$ cat config.mk
export PLATFORM = sky130hd
export DESIGN_NAME = pkt_reg_bridge
export DESIGN_NICKNAME = d
export VERILOG_FILES = /design/src/rtl/regbridge_pkg.sv /design/src/rtl/regbridge_cmd_parser.sv /design/src/rtl/regbridge_read_list.sv /design/src/rtl/regbridge_reply.sv /design/src/rtl/pkt_reg_bridge.sv
export SDC_FILE = /design/constraint.sdc
export NUM_CORES = 1
export LEC_CHECK = 0
export BUFFER_PORTS_ARGS = -buffer_cell sky130_fd_sc_hd__buf_2
export CAP_MARGIN = 20
export CORE_MARGIN = 10
export CORE_UTILIZATION = 50
export DETAILED_ROUTE_END_ITERATION = 7
export GPL_ROUTABILITY_DRIVEN = 0
export PLACE_DENSITY = 0.83
export SLEW_MARGIN = 20
export SYNTH_ARGS = -nofsm -noshare
export SYNTH_HDL_FRONTEND = slang
export SYNTH_SLANG_ARGS = --single-unit
$ cat constraint.sdc
create_clock -name clk -period 3.75 [get_ports clk]
set_input_delay 0.75 -clock clk [delete_from_list [all_inputs] [get_ports clk]]
set_output_delay 0.75 -clock clk [all_outputs]
set_load 0.02 [all_outputs]
$ cat src/rtl/regbridge_pkg.sv
package regbridge_pkg;

    localparam int BYTE_W  = 8;
    localparam int OFFS_W  = 5;
    localparam int DIR_BIT = 7;

    typedef struct packed {
        logic              wr;
        logic [OFFS_W-1:0] offs;
    } addr_fld_t;

    typedef struct packed {
        logic [OFFS_W-1:0] offs;
        logic [BYTE_W-1:0] data;
    } wr_req_t;

    typedef enum logic [2:0] {
        RP_IDLE,
        RP_OFFS,
        RP_READ,
        RP_DATA,
        RP_EMPTY
    } rep_state_t;

    function automatic logic [BYTE_W-1:0] offs_byte(input logic [OFFS_W-1:0] offs);
        return BYTE_W'(offs);
    endfunction

endpackage

$ cat src/rtl/regbridge_cmd_parser.sv
module regbridge_cmd_parser
    import regbridge_pkg::*;
(
    input  logic              clk,
    input  logic              rst,
    input  logic              in_valid,
    input  logic [BYTE_W-1:0] in_data,
    input  logic              in_last,
    output logic              in_ready,
    input  logic              hold,
    output logic              wr_valid,
    output wr_req_t           wr_req,
    input  logic              wr_done,
    output logic              push,
    output logic              push_clear,
    output logic [OFFS_W-1:0] push_offs
);

    logic      phase_q;
    addr_fld_t addr_q;
    logic      fresh_q;
    logic      wr_pend_q;
    wr_req_t   wr_q;
    logic      accept;

    assign in_ready = !wr_pend_q && !hold;
    assign accept   = in_valid && in_ready;

    always_comb begin
        push       = accept && phase_q && !addr_q.wr;
        push_clear = push && fresh_q;
        push_offs  = addr_q.offs;
    end

    assign wr_valid = wr_pend_q;
    assign wr_req   = wr_q;

    always_ff @(posedge clk) begin
        if (rst) begin
            phase_q   <= 1'b0;
            addr_q    <= '0;
            fresh_q   <= 1'b1;
            wr_pend_q <= 1'b0;
            wr_q      <= '0;
        end else begin
            if (wr_pend_q && wr_done) begin
                wr_pend_q <= 1'b0;
            end
            if (accept) begin
                if (!phase_q) begin
                    addr_q.wr   <= in_data[DIR_BIT];
                    addr_q.offs <= in_data[OFFS_W-1:0];
                    phase_q     <= !in_last;
                end else begin
                    phase_q <= 1'b0;
                    if (addr_q.wr) begin
                        wr_pend_q <= 1'b1;
                        wr_q.offs <= addr_q.offs;
                        wr_q.data <= in_data;
                    end
                end
                if (push) begin
                    fresh_q <= 1'b0;
                end
                if (in_last) begin
                    fresh_q <= 1'b1;
                end
            end
        end
    end

endmodule

$ cat src/rtl/regbridge_read_list.sv
module regbridge_read_list
    import regbridge_pkg::*;
#(
    parameter int DEPTH = 4,
    localparam int CNT_W = $clog2(DEPTH + 1),
    localparam int IDX_W = (DEPTH > 1) ? $clog2(DEPTH) : 1
) (
    input  logic              clk,
    input  logic              rst,
    input  logic              push,
    input  logic              push_clear,
    input  logic [OFFS_W-1:0] push_offs,
    input  logic [IDX_W-1:0]  rd_idx,
    output logic [OFFS_W-1:0] rd_offs,
    output logic [CNT_W-1:0]  cnt,
    output logic              overflow
);

    logic [OFFS_W-1:0] ent_q [DEPTH];
    logic [CNT_W-1:0]  cnt_q;
    logic              ovf_q;
    logic              has_room;

    assign has_room = cnt_q < CNT_W'(DEPTH);

    for (genvar g = 0; g < DEPTH; g++) begin : g_entry
        logic sel;
        assign sel = push && (push_clear ? (g == 0) : (cnt_q == CNT_W'(g)));
        always_ff @(posedge clk) begin
            if (rst) begin
                ent_q[g] <= '0;
            end else if (sel) begin
                ent_q[g] <= push_offs;
            end
        end
    end

    always_ff @(posedge clk) begin
        if (rst) begin
            cnt_q <= '0;
            ovf_q <= 1'b0;
        end else if (push) begin
            if (push_clear) begin
                cnt_q <= CNT_W'(1);
            end else if (has_room) begin
                cnt_q <= cnt_q + CNT_W'(1);
            end else begin
                ovf_q <= 1'b1;
            end
        end
    end

    assign rd_offs  = ent_q[rd_idx];
    assign cnt      = cnt_q;
    assign overflow = ovf_q;

endmodule

$ cat src/rtl/regbridge_reply.sv
module regbridge_reply
    import regbridge_pkg::*;
#(
    parameter int DEPTH = 4,
    localparam int CNT_W = $clog2(DEPTH + 1),
    localparam int IDX_W = (DEPTH > 1) ? $clog2(DEPTH) : 1
) (
    input  logic              clk,
    input  logic              rst,
    input  logic              rep_req,
    input  logic              wr_busy,
    input  logic [CNT_W-1:0]  list_cnt,
    output logic [IDX_W-1:0]  rd_idx,
    input  logic [OFFS_W-1:0] rd_offs,
    output logic              hold,
    output logic              bus_rd_valid,
    output logic [OFFS_W-1:0] bus_rd_addr,
    input  logic              bus_ready,
    input  logic [BYTE_W-1:0] bus_rdata,
    output logic              rep_valid,
    output logic [BYTE_W-1:0] rep_data,
    output logic              rep_last,
    output logic              rep_empty,
    input  logic              rep_ready
);

    rep_state_t        state_q;
    logic [IDX_W-1:0]  idx_q;
    logic              pend_q;
    logic [BYTE_W-1:0] rdata_q;
    logic              start;
    logic              last_pair;

    assign start     = pend_q && !wr_busy && (state_q == RP_IDLE);
    assign last_pair = (CNT_W'(idx_q) + CNT_W'(1)) == list_cnt;
    assign hold      = pend_q || (state_q != RP_IDLE);
    assign rd_idx    = idx_q;
    assign bus_rd_addr = rd_offs;

    always_comb begin
        rep_valid    = 1'b0;
        rep_data     = '0;
        rep_last     = 1'b0;
        rep_empty    = 1'b0;
        bus_rd_valid = 1'b0;
        case (state_q)
            RP_OFFS: begin
                rep_valid = 1'b1;
                rep_data  = offs_byte(rd_offs);
            end
            RP_READ: bus_rd_valid = 1'b1;
            RP_DATA: begin
                rep_valid = 1'b1;
                rep_data  = rdata_q;
                rep_last  = last_pair;
            end
            RP_EMPTY: begin
                rep_valid = 1'b1;
                rep_last  = 1'b1;
                rep_empty = 1'b1;
            end
            default: ;
        endcase
    end

    always_ff @(posedge clk) begin
        if (rst) begin
            state_q <= RP_IDLE;
            idx_q   <= '0;
            pend_q  <= 1'b0;
            rdata_q <= '0;
        end else begin
            if (start) begin
                pend_q <= 1'b0;
            end
            if (rep_req) begin
                pend_q <= 1'b1;
            end
            case (state_q)
                RP_IDLE: begin
                    if (start) begin
                        idx_q   <= '0;
                        state_q <= (list_cnt == '0) ? RP_EMPTY : RP_OFFS;
                    end
                end
                RP_OFFS: begin
                    if (rep_ready) state_q <= RP_READ;
                end
                RP_READ: begin
                    if (bus_ready) begin
                        rdata_q <= bus_rdata;
                        state_q <= RP_DATA;
                    end
                end
                RP_DATA: begin
                    if (rep_ready) begin
                        if (last_pair) begin
                            state_q <= RP_IDLE;
                        end else begin
                            idx_q   <= idx_q + IDX_W'(1);
                            state_q <= RP_OFFS;
                        end
                    end
                end
                RP_EMPTY: begin
                    if (rep_ready) state_q <= RP_IDLE;
                end
                default: state_q <= RP_IDLE;
            endcase
        end
    end

endmodule

$ cat src/rtl/pkt_reg_bridge.sv
module pkt_reg_bridge
    import regbridge_pkg::*;
#(
    parameter int MAX_READS = 4
) (
    input  logic              clk,
    input  logic              rst,
    input  logic              cmd_valid,
    input  logic [7:0]        cmd_data,
    input  logic              cmd_last,
    output logic              cmd_ready,
    input  logic              rep_req,
    output logic              rep_valid,
    output logic [7:0]        rep_data,
    output logic              rep_last,
    output logic              rep_empty,
    input  logic              rep_ready,
    output logic              bus_valid,
    output logic              bus_write,
    output logic [4:0]        bus_addr,
    output logic [7:0]        bus_wdata,
    input  logic [7:0]        bus_rdata,
    input  logic              bus_ready,
    output logic              rd_overflow
);

    localparam int CNT_W = $clog2(MAX_READS + 1);
    localparam int IDX_W = (MAX_READS > 1) ? $clog2(MAX_READS) : 1;

    logic              hold;
    logic              wr_valid;
    wr_req_t           wr_req;
    logic              wr_done;
    logic              push;
    logic              push_clear;
    logic [OFFS_W-1:0] push_offs;
    logic [IDX_W-1:0]  rd_idx;
    logic [OFFS_W-1:0] rd_offs;
    logic [CNT_W-1:0]  list_cnt;
    logic              bus_rd_valid;
    logic [OFFS_W-1:0] bus_rd_addr;

    regbridge_cmd_parser u_parser (
        .clk        (clk),
        .rst        (rst),
        .in_valid   (cmd_valid),
        .in_data    (cmd_data),
        .in_last    (cmd_last),
        .in_ready   (cmd_ready),
        .hold       (hold),
        .wr_valid   (wr_valid),
        .wr_req     (wr_req),
        .wr_done    (wr_done),
        .push       (push),
        .push_clear (push_clear),
        .push_offs  (push_offs)
    );

    regbridge_read_list #(.DEPTH(MAX_READS)) u_list (
        .clk        (clk),
        .rst        (rst),
        .push       (push),
        .push_clear (push_clear),
        .push_offs  (push_offs),
        .rd_idx     (rd_idx),
        .rd_offs    (rd_offs),
        .cnt        (list_cnt),
        .overflow   (rd_overflow)
    );

    regbridge_reply #(.DEPTH(MAX_READS)) u_reply (
        .clk          (clk),
        .rst          (rst),
        .rep_req      (rep_req),
        .wr_busy      (wr_valid),
        .list_cnt     (list_cnt),
        .rd_idx       (rd_idx),
        .rd_offs      (rd_offs),
        .hold         (hold),
        .bus_rd_valid (bus_rd_valid),
        .bus_rd_addr  (bus_rd_addr),
        .bus_ready    (bus_ready),
        .bus_rdata    (bus_rdata),
        .rep_valid    (rep_valid),
        .rep_data     (rep_data),
        .rep_last     (rep_last),
        .rep_empty    (rep_empty),
        .rep_ready    (rep_ready)
    );

    // Writes and reply reads never overlap: a reply starts only once the
    // pending write has drained, and intake stays closed until it ends.
    assign bus_valid = wr_valid || bus_rd_valid;
    assign bus_write = wr_valid;
    assign bus_addr  = wr_valid ? wr_req.offs : bus_rd_addr;
    assign bus_wdata = wr_valid ? wr_req.data : '0;
    assign wr_done   = wr_valid && bus_ready;

endmodule

==> impl_summary.log <==
[metrics] result of the run: complete, no violations
[metrics] synthesized netlist cell count: 276
[metrics] P_leak: 1.40 nW
[metrics] worst vdd ir: 0.233 mV
[metrics] transition at the pin with the smallest max-transition slack: 0.911 ns
[metrics] 1st-iter DRT viols: 76
[metrics] global-route met2 utilization: 19.3%
[metrics] number of flip-flops and latches in the synthesized netlist: 62
[metrics] Synthesized Nets: 305
[metrics] maximum root-to-sink buffer count: 2
[metrics] Overall Global Routing Usage: 13.1%
[metrics] relative area change from synthesis to final layout: 15.9%
[metrics] met1 global-route usage: 16.1%
[metrics] time the final worst path needs with I/O delays and setup: 2.62 ns
[metrics] number of enable flip-flop cells after synthesis: 20
[metrics] Clock power frac: 43.3%
[metrics] post-detailed-route DRC marker count: 0
[metrics] worst max-slew margin expressed relative to the limit: 39.3%
[metrics] final WL: 6.33 mm
[metrics] max incr delay on CP: 0.57 ns
[metrics] final clock skew: 0.00631 ns
[metrics] Final Total Pwr: 0.00146 W
[metrics] yosys warns: 0
[metrics] Cell Int Power: 0.00112 W
[metrics] IO Count: 51
[metrics] crit path buf inv count: 1
[metrics] initial antenna violation count: 0
[metrics] pin count of the biggest net entering global routing: 50
[metrics] Rows: 28
[metrics] number of inserted diodes: 0
[metrics] post-CTS sizing: 0
[metrics] Nets: 351
[metrics] post-synthesis instance area: 2990 um^2
[metrics] hold buffer count at CTS: 0
[metrics] max cap viols: 0
[metrics] Initial Utilization: 51.0%
[metrics] dominant combinational cell family by area after synthesis: simple AND/OR/NAND/NOR gates
[metrics] core region area: 5850 um^2
[metrics] share of cell area taken by muxes after synthesis: 17.1%
[metrics] chain of cells forming the critical path: mux4_2 > mux2_2 > buf_2
[metrics] xor-xnor portion of the synthesized cell area: 1.17%
[metrics] clock insertion delay at the later pin of the skew report: 0.34 ns
[metrics] number of nets with antenna violations after routing: 0
[metrics] area used by multi-input combinational logic: 1440 um^2
[metrics] setup repair after global routing missed its margin: false
[metrics] arrival time worst endpoint: 1.87 ns
[metrics] Synth cell types: 44
[metrics] register cell area after layout: 1440 um^2
[metrics] highest net fanout along the worst path: 5
[metrics] number of fill cells in the layout: 486
[metrics] Remaining Overflow, GRT: 0
[metrics] H-tree levels: 3
[metrics] Worst Hold Slack: 0.463 ns
[metrics] Post-Place Cells: 386
[metrics] required arrival time at the worst endpoint: 3.00 ns
[metrics] path type of the worst setup path: reg -> out
[metrics] DIE WIDTH: 97.3 um
[metrics] type of origin of the critical path: flop
[metrics] fraction of the yosys area taken by sequential cells: 48.3%
[metrics] endpoint type of the worst setup path: primary output
[metrics] cell with the biggest individual delay on the critical path: mux4_2
[metrics] Fin. Hold Viols: 0
[metrics] logic gate share of total power: 7.0%
[metrics] CTS tree: done
[metrics] total number of vias: 2,120
[metrics] asr flop ratio synth: 0%
[metrics] total of endpoints with negative setup slack in the final report: 0
[metrics] adder-cell area share of the yosys netlist: 2.51%
[metrics] simple-gate share of the synthesized area: 22.2%
[metrics] clock slew seen by the registers of the worst setup and hold paths: 0.07 ns
[metrics] count of buffers from port buffering: 50
[metrics] met3 Usage GRT: 6.05%
[metrics] wire per inst: 15.8 um
[metrics] number of buffers inserted to repair setup after CTS: 0
[metrics] HPWL after DPL: 4.56 mm
[metrics] GRT busiest layer: met2
[metrics] per-cell via count in the routed design: 5.27
[metrics] wire length of the first global-routing pass: 10.2 mm
[metrics] proportion of power drawn by flip-flops and latches: 49.7%
[metrics] final non-filler cell total: 402
[metrics] full die area: 9460 um^2
[metrics] main flop type after synthesis: dfxtp_1
[metrics] post-route setup TNS: 0 ns
[metrics] total CTS buffers: 9
[metrics] die height: 97.3 um
[metrics] detailed-router iteration count before antenna repair: 4
[metrics] Sw Ratio: 23.1%
[metrics] switching power: 0.000338 W
[metrics] Post-Syn Area per Cell: 10.8 um^2
[metrics] sinks on the clock net: 62
[metrics] total count of max-transition violations in the final report: 0
[metrics] via count of the first global-routing pass: 2,109
[metrics] cell class contributing the biggest share of worst-path delay: multiplexers
[metrics] path category of the worst min-delay check: reg -> reg
[metrics] ratio of cells with drive above 1 in the final layout: 26.9%
[metrics] highest attainable clock frequency: 382 MHz
[metrics] power density over the cells: 422 nW/um^2
[metrics] share of the synthesized area in compound gates (AO/OA/AOI/OAI): 5.03%
[metrics] part of the cycle the worst path needs: 69.9%
[metrics] Clk Tree Root Cell: clkbuf_8
==> worst min-delay path: stages (launching register included) <==
cell and delay [ns]:
dfxtp_1 0.32, a21oi_1 0.04, nor2_1 0.07
==> cell type report <==
cell class	instances	area share, %
Sequential cell	62	41.6
Multi-Input combinational cell	192	41.5
Timing Repair Buffer	50	7.23
Clock buffer	10	3.69
Tap cell	75	2.71
Clock inverter	6	2.49
Inverter	7	0.759
==> cell usage in the layout, fill, tap and decap left out, types with 2 or more instances in the layout <==
cell type | synthesis | layout
a31oi_1 | 2 | 2
bufinv_16 | 0 | 2
clkinv_2 | 0 | 2
mux2_2 | 7 | 7
a31o_2 | 3 | 3
inv_1 | 7 | 7
clkbuf_8 | 0 | 9
nor3_1 | 2 | 2
dfxtp_1 | 42 | 42
buf_2 | 0 | 50
xor2_1 | 2 | 2
mux4_2 | 5 | 5
nand4b_1 | 2 | 2
ha_1 | 6 | 6
or2_2 | 2 | 2
nand2_1 | 6 | 6
and2_1 | 29 | 29
nor2_1 | 45 | 45
a21oi_1 | 6 | 6
nor3_4 | 3 | 3
edfxtp_1 | 20 | 20
o21bai_1 | 2 | 2
and3_1 | 7 | 7
nor4_1 | 3 | 3
xnor2_1 | 2 | 2
or4_1 | 2 | 2
mux2i_1 | 32 | 32
nand2b_1 | 6 | 6
o21ai_0 | 3 | 3
==> cells in the mapped netlist, types with 2 or more instances <==
library cell  instances  area (um^2)
nand4b_1              2         17.5
inv_1                 7         26.3
xor2_1                2         17.5
nor3_1                2         10.0
or4_1                 2         15.0
mux2_2                7         78.8
mux2i_1              32          320
nand2_1               6         22.5
a31o_2                3         26.3
mux4_2                5          113
nor4_1                3         18.8
nor2_1               45          169
dfxtp_1              42          841
or2_2                 2         12.5
and3_1                7         43.8
a31oi_1               2         12.5
nand2b_1              6         37.5
clkbuf_1             10         37.5
xnor2_1               2         17.5
buf_6                 2         22.5
nor3_4                3         48.8
o21bai_1              2         15.0
buf_1                 2         7.51
edfxtp_1             20          601
and2_1               29          181
a21oi_1               6         30.0
ha_1                  6         75.1
o21ai_0               3         15.0
==> path summary, 6_finish.rpt <==
kind                                              startpoint                               to  slack (ns)  depth (start not counted)
worst min-delay path            u_list.overflow$_SDFFE_PP0P_     u_list.overflow$_SDFFE_PP0P_        0.46                          2
worst max-delay path                                    flop                      bus_addr[4]        1.13                          3
worst max register to register  u_parser.wr_valid$_SDFF_PP0_  u_parser.wr_req[0]$_SDFFE_PP0P_        1.31                          4
worst min register to register  u_list.overflow$_SDFFE_PP0P_     u_list.overflow$_SDFFE_PP0P_        0.46                          2
==> power groups by stage <==
stage	logic, W	registers [W]	clock network, W
after floorplan	0.0000755	0.000732	0
after global placement	0.0000994	0.000740	0
after detailed placement	0.000102	0.000741	0
after CTS	0.000102	0.000726	0.000648
after global routing	0.000112	0.000729	0.000671
final	0.000102	0.000726	0.000633
==> per-layer routing <==
metal  vias to the layer above  part of all wire (%)
li1                       1067                     -
met1                       984                    48
met2                        62                    44
met3                         7                   7.3
met4                         0                   1.0
met5                         -                     0
==> state kept, by name, summed over array words and instances, names as in the netlist, named ones only <==
name / cells
u_list.ent_q: 20
u_parser.wr_req: 13
u_reply.rdata_q: 8
u_parser.push_offs: 5
u_list.cnt: 3
u_reply.state_q: 3
u_reply.rd_idx: 2
u_list.overflow: 1
u_parser.addr_q: 1
u_parser.fresh_q: 1
u_parser.phase_q: 1
u_parser.wr_valid: 1
u_reply.pend_q: 1
==> logic make-up (layout without fill, tap and decap cells) <==
kind of cell,Yosys count,count (layout)
AO/OA/AOI/OAI,22,22
XOR/XNOR,4,4
adder cells (fa/ha/maj),6,6
buffers and inverters,22,73
flip-flops,62,62
multiplexers,44,44
AND/OR/NAND/NOR,116,116
==> metrics by stage <==
stage	cell area, um^2	utilization (%)	setup slack, ns
after floorplan	2990	-	1.36
after global placement	3250	55.5	1.16
after detailed placement	3250	55.5	1.10
after CTS	3460	59.2	1.11
after global routing	3460	59.2	1.04
final	3460	59.2	1.13
Power figures use the tool's default switching activity.
